<file path="src/rtl/dds_rx_pkg.sv">
package dds_rx_pkg;
  localparam int WORD_BITS  = 40;
  localparam int FREQ_BITS  = 32;
  localparam int PHASE_BITS = 5;
  localparam int MULT_POS   = 32;
  localparam int RSVD_POS   = 33;
  localparam int PD_POS     = 34;
  localparam int PHASE_LSB  = 35;
  localparam int CNT_W      = $clog2(WORD_BITS + 2);

  typedef struct packed {
    logic [FREQ_BITS-1:0]  freq;
    logic [PHASE_BITS-1:0] phase;
    logic                  mult_en;
    logic                  pwr_down;
  } dds_cfg_t;
endpackage

</file>
<file path="src/rtl/sync_chain.sv">
module sync_chain #(
  parameter int WIDTH  = 3,
  parameter int STAGES = 2
) (
  input  logic             clk,
  input  logic             rst_n,
  input  logic [WIDTH-1:0] async_i,
  output logic [WIDTH-1:0] sync_o
);
  logic [WIDTH-1:0] stage_q [STAGES];

  generate
    for (genvar s = 0; s < STAGES; s++) begin : g_stage
      if (s == 0) begin : g_first
        always_ff @(posedge clk or negedge rst_n)
          if (!rst_n) stage_q[0] <= '0;
          else        stage_q[0] <= async_i;
      end else begin : g_next
        always_ff @(posedge clk or negedge rst_n)
          if (!rst_n) stage_q[s] <= '0;
          else        stage_q[s] <= stage_q[s-1];
      end
    end
  endgenerate

  assign sync_o = stage_q[STAGES-1];
endmodule

</file>
<file path="src/rtl/ser_shifter.sv">
module ser_shifter
  import dds_rx_pkg::*;
#(
  parameter int NBITS = WORD_BITS
) (
  input  logic             clk,
  input  logic             rst_n,
  input  logic             bit_i,
  input  logic             bclk_i,
  input  logic             clr_i,
  output logic [NBITS-1:0] word_o,
  output logic [CNT_W-1:0] cnt_o
);
  localparam logic [CNT_W-1:0] CNT_SAT = CNT_W'(NBITS + 1);

  logic bclk_prev_q;
  logic shift_en;

  assign shift_en = bclk_i & ~bclk_prev_q;

  always_ff @(posedge clk or negedge rst_n) begin
    if (!rst_n) begin
      bclk_prev_q <= 1'b0;
      word_o      <= '0;
      cnt_o       <= '0;
    end else begin
      bclk_prev_q <= bclk_i;
      if (shift_en) word_o <= {bit_i, word_o[NBITS-1:1]};
      if (clr_i)
        cnt_o <= '0;
      else if (shift_en && cnt_o != CNT_SAT)
        cnt_o <= cnt_o + 1'b1;
    end
  end

  // the detected bit-clock edge lasts a single cycle
  a_r2_single_shift: assert property (@(posedge clk) disable iff (!rst_n)
    shift_en |=> !shift_en);
  // the bit count saturates and never wraps
  a_r10_cnt_bound: assert property (@(posedge clk) disable iff (!rst_n)
    cnt_o <= CNT_SAT);
  // the count restarts after each strobe
  a_r7_cnt_clear: assert property (@(posedge clk) disable iff (!rst_n)
    clr_i && !shift_en |=> cnt_o == '0);
endmodule

</file>
<file path="src/rtl/cfg_latch.sv">
module cfg_latch
  import dds_rx_pkg::*;
(
  input  logic                 clk,
  input  logic                 rst_n,
  input  logic                 upd_i,
  input  logic [WORD_BITS-1:0] word_i,
  input  logic [CNT_W-1:0]     cnt_i,
  output logic                 upd_rise_o,
  output dds_cfg_t             cfg_o,
  output logic                 frame_err_o,
  output logic                 rsvd_err_o
);
  logic     upd_prev_q;
  dds_cfg_t decoded;

  assign upd_rise_o = upd_i & ~upd_prev_q;

  always_comb begin
    decoded.freq     = word_i[FREQ_BITS-1:0];
    decoded.phase    = word_i[PHASE_LSB +: PHASE_BITS];
    decoded.mult_en  = word_i[MULT_POS];
    decoded.pwr_down = word_i[PD_POS];
  end

  always_ff @(posedge clk or negedge rst_n) begin
    if (!rst_n) begin
      upd_prev_q  <= 1'b0;
      cfg_o       <= '0;
      frame_err_o <= 1'b0;
      rsvd_err_o  <= 1'b0;
    end else begin
      upd_prev_q <= upd_i;
      if (upd_rise_o) begin
        frame_err_o <= (cnt_i != CNT_W'(WORD_BITS));
        rsvd_err_o  <= word_i[RSVD_POS];
        if (!word_i[RSVD_POS]) cfg_o <= decoded;
      end
    end
  end

  // without a strobe the active settings hold
  a_r4_hold: assert property (@(posedge clk) disable iff (!rst_n)
    !upd_rise_o |=> $stable(cfg_o));
  // a reserved-bit violation leaves the settings untouched
  a_r8_rsvd_block: assert property (@(posedge clk) disable iff (!rst_n)
    upd_rise_o && word_i[RSVD_POS] |=> $stable(cfg_o) && rsvd_err_o);
  // flags change only at a strobe
  a_r9_flags_hold: assert property (@(posedge clk) disable iff (!rst_n)
    !upd_rise_o |=> $stable(frame_err_o) && $stable(rsvd_err_o));
endmodule

</file>
<file path="src/rtl/dds_cfg_rx.sv">
module dds_cfg_rx
  import dds_rx_pkg::*;
#(
  parameter int SYNC_STAGES = 2
) (
  input  logic                  clk,
  input  logic                  rst_n,
  input  logic                  sdata_i,
  input  logic                  bclk_i,
  input  logic                  upd_i,
  output logic [FREQ_BITS-1:0]  freq_o,
  output logic [PHASE_BITS-1:0] phase_o,
  output logic                  mult_en_o,
  output logic                  pwr_down_o,
  output logic                  frame_err_o,
  output logic                  rsvd_err_o
);
  logic [2:0]           sync_lvl;
  logic [WORD_BITS-1:0] staged;
  logic [CNT_W-1:0]     bit_cnt;
  logic                 upd_rise;
  dds_cfg_t             active;

  sync_chain #(.WIDTH(3), .STAGES(SYNC_STAGES)) i_sync (
    .clk     (clk),
    .rst_n   (rst_n),
    .async_i ({upd_i, bclk_i, sdata_i}),
    .sync_o  (sync_lvl)
  );

  ser_shifter #(.NBITS(WORD_BITS)) i_shift (
    .clk    (clk),
    .rst_n  (rst_n),
    .bit_i  (sync_lvl[0]),
    .bclk_i (sync_lvl[1]),
    .clr_i  (upd_rise),
    .word_o (staged),
    .cnt_o  (bit_cnt)
  );

  cfg_latch i_latch (
    .clk         (clk),
    .rst_n       (rst_n),
    .upd_i       (sync_lvl[2]),
    .word_i      (staged),
    .cnt_i       (bit_cnt),
    .upd_rise_o  (upd_rise),
    .cfg_o       (active),
    .frame_err_o (frame_err_o),
    .rsvd_err_o  (rsvd_err_o)
  );

  assign freq_o     = active.freq;
  assign phase_o    = active.phase;
  assign mult_en_o  = active.mult_en;
  assign pwr_down_o = active.pwr_down;

  // a clean strobe lands the staged tuning word on the outputs
  a_r5_transfer: assert property (@(posedge clk) disable iff (!rst_n)
    upd_rise && !staged[RSVD_POS] |=> freq_o == $past(staged[FREQ_BITS-1:0]));
endmodule

</file>
<file path="config.mk">
export PLATFORM = sky130hd
export DESIGN_NAME = dds_cfg_rx
export DESIGN_NICKNAME = d
export VERILOG_FILES = /design/src/rtl/dds_rx_pkg.sv /design/src/rtl/sync_chain.sv /design/src/rtl/ser_shifter.sv /design/src/rtl/cfg_latch.sv /design/src/rtl/dds_cfg_rx.sv
export SDC_FILE = /design/constraint.sdc
export NUM_CORES = 1
export LEC_CHECK = 0
export ABC_AREA = 1
export BUFFER_PORTS_ARGS = -buffer_cell sky130_fd_sc_hd__buf_2
export CORE_MARGIN = 2
export CORE_UTILIZATION = 58
export CTS_CLUSTER_DIAMETER = 100
export DETAILED_ROUTE_END_ITERATION = 10
export GPL_TIMING_DRIVEN = 0
export PLACE_DENSITY = 0.8
export RECOVER_POWER = 100
export SYNTH_ARGS = -nofsm -noshare
export SYNTH_HDL_FRONTEND = slang
export SYNTH_SLANG_ARGS = --single-unit
</file>
<file path="constraint.sdc">
create_clock -name clk -period 2.2 [get_ports clk]
set_input_delay 0.44 -clock clk [delete_from_list [all_inputs] [get_ports clk]]
set_output_delay 0.44 -clock clk [all_outputs]
set_load 0.05 [all_outputs]
</file>
==> flow_summary.yaml <==
critical_path:
  path_max_fanout: 10
  setup.worst_path.end_class: "register"
  critPathLaunch: "i_shift.bclk_prev_q"
  arrival_ns: 1.93
  rr_worst_depth: 5
  cpLargestDelayFamily: "buffers and inverters"
  setup.worst_path.start_class: "register"
  slowest_delay_ns: 0.44
  critical_path_depth: 5
  cp.required_ns: 2.46
  path_class: "reg2reg"
  rrSetupSlack_ns: 0.53
  cp_cell_sequence: "nor2_1 > clkbuf_1 > buf_4 > nand2_1 > o21ai_0"
  crit_slowest_cell: "nor2_1"
  rr_startpoint: "i_shift.bclk_prev_q"
  crit_buf_inv: 2
yosys:
  synthTopCellsByCount: "dfrtp_1 (95), nand2_1 (95), o21ai_0 (64), inv_1 (52), o21ai_1 (21)"
  ys_ff_latch: 95
  avgSynthCellArea_um2: 9.80
  yosysTopAreaCellShare_pct: 65.7
  ys_async_sr_fraction_pct: 100
  syn-instance-count: 369
  yosysSeqAreaShare_pct: 65.7
  yosysTopAreaCell: "dfrtp_1"
  netlist_area_mm2: 0.00362
  synth_fp_nets: 377
  yosys-top-cells-area: "dfrtp_1 (66%), nand2_1 (9.9%), o21ai_0 (8.9%)"
  synth_cell_type_count: 20
  yosysWarnings: 0
  synth_edf_count: 0
  ys.flop_type: "dfrtp_1"
floorplan:
  fp-row-count: 28
  ios: 46
  core_area_mm2: 0.00599
  initial_utilization_pct: 60.4
  die_area_mm2: 0.00688
  die_h_um: 83.0
  die_w_um: 83.0
detailed_routing:
  drtAntennaViolNets: 0
  drt_first_pass_iters: 5
  via_count: 2586
  viasPerCell: 5.11
  wire_per_inst_um: 13.1
  finalWirelength_um: 6610
  drc_errors: 0
  drtIter0Drc: 154
flow_run:
  max_cap_viol_count: 0
pwr:
  pwr-share-seq_pct: 53.4
  p_per_area_mw_per_mm2: 896
  swShare_pct: 30.2
  peakVddDrop_mv: 0.659
  combinationalPowerShare_pct: 15.5
  intPower_w: 0.00256
  p_leak_nw: 1.86
  fin_total_pwr_w: 0.00366
  switching_power_w: 0.00111
  clockPowerShare_pct: 31.1
cells_and_area:
  final_nets: 434
  layout-drive-gt1-share_pct: 6.26
  n_antenna_cell: 0
  final_core_util_pct: 68.3
  fin_area_mm2: 0.00409
  syn_to_final_growth_pct: 13.0
clock_tree:
  cts_resized: 0
  cts_buffer_depth: 2
  post_cts_buffers: 0
  numCtsBuffers: 9
  clkTransAtPathRegs_ns: 0.09
  cts-root-buf: "clkbuf_8"
  htreeDepth: 3
  cts_tree: "yes"
  hold_buffers: 0
  insertion_delay_ns: 0.34
  cts.sinks: 95
min_path:
  hold_depth: 1
  hp-start: "sdata_i"
  hold_path.class: "in2reg"
placement:
  pre_cts_ws_ns: 0.893
  place_hpwl_um: 4410
  dpl_cell_area_mm2: 0.00397
  place_congestion: 0.854
  io_buffer_count: 45
status:
  outcome: "completed"
global_route:
  gr-total-overflow: 0
  grt_max_degree: 55
  grt_pass1_wl_um: 11800
  grtUsageTotal_pct: 21.2
  grt_antenna_before_repair: 0
  grt_pass1_vias: 2568
sta:
  fin_crit_sh_pct: 75.8
  fin_ws_ns: 0.532
  timing.clock.skew_ns: 0.00851
  finalCriticalPeriod_ns: 1.67
  relSlewSlack_pct: 29.7
  slew_violations: 0
  tightest_slew_ns: 1.05
  finalSetupViolCount: 0
  final_hold_viol_count: 0
  rsz0062_at_grt: "false"
  fmax_mhz: 599
[final cells by class]
class / count / area, um2
sequential: 95 / 2380
buffer: 16 / 91.3
tap: 75 / 93.8
multi-input combinational: 206 / 931
clock buffer: 12 / 145
fill: 481 / 1900
clock inverter: 4 / 53.8
timing repair buffer: 46 / 201
inverter: 52 / 195
[sequential cells by signal (all words and copies together), names as in the netlist]
signal,cells
i_latch.upd_prev_q,1
i_shift.cnt_o,6
i_latch.frame_err_o,1
i_latch.rsvd_err_o,1
i_shift.bclk_prev_q,1
i_latch.cfg_o,39
i_shift.word_o,40
i_sync.sync_o,3
i_sync.stage_q,3
[cells in the final DEF, fill, tap and decap left out, drive strengths merged, types with 2 or more instances in the layout]
cell      Yosys  final
o21ai        85     85
inv          52     53
buf           8     10
ha            3      3
clkinvlp      0      2
nand3         6      6
dfrtp        95     95
clkbuf        8     64
nand2        96     96
nor2         12     12
[per-stage QoR]
step | hold WS, ns | TNS (ns) | instances
2_1_floorplan | 0.144 | 0 | 369
3_3_place_gp | 0.333 | -13.38 | 489
3_5_place_dp | 0.335 | 0 | 490
4_1_cts | 0.0812 | 0 | 506
5_1_grt | 0.167 | 0 | 506
6_report | 0.195 | 0 | 506
[layer usage]
layer,GRT usage [%],vias to the layer above,share of wire [%]
met5,0,-,0
met4,8.05,0,1.0
met3,4.27,7,4.0
met2,33.1,52,48
met1,29.8,1262,47
li1,-,1265,-
[power by group through the flow]
stage | Combinational, W | Sequential [W] | Clock (W)
floorplan | 0.000197 | 0.00221 | 0
global placement | 0.000582 | 0.00199 | 0
detailed placement | 0.000602 | 0.00199 | 0
CTS | 0.000605 | 0.00195 | 0.00116
global route | 0.000629 | 0.00197 | 0.00125
finish | 0.000567 | 0.00196 | 0.00114
[worst register-to-register path: cells and delay by family, from the launching register on]
| family | cells | cell delay [ns] |
|---|---|---|
| simple gates | 2 | 0.50 |
| buf+inv | 2 | 0.65 |
| flops | 1 | 0.37 |
| compound gates | 1 | 0.07 |
[worst paths after layout]
path	end
min	i_sync.stage_q[3]
min reg2reg	i_sync.sync_o[2]
min in group asynchronous	i_shift.word_o[27]
max	i_shift.word_o[19]
max reg2reg	i_shift.word_o[19]
max in group asynchronous	i_latch.cfg_o[9]
[kinds of logic (layout without fill, tap and decap cells)]
family	after synthesis	count (layout)	share of synthesized area, %
AND/OR/NAND/NOR	116	116	13.0
adder cells (fa/ha/maj)	3	3	1.04
buffers and inverters	68	130	8.13
AO/OA/AOI/OAI	87	87	12.1
flip-flops	95	95	65.7
(Power assumes the default switching activity.)
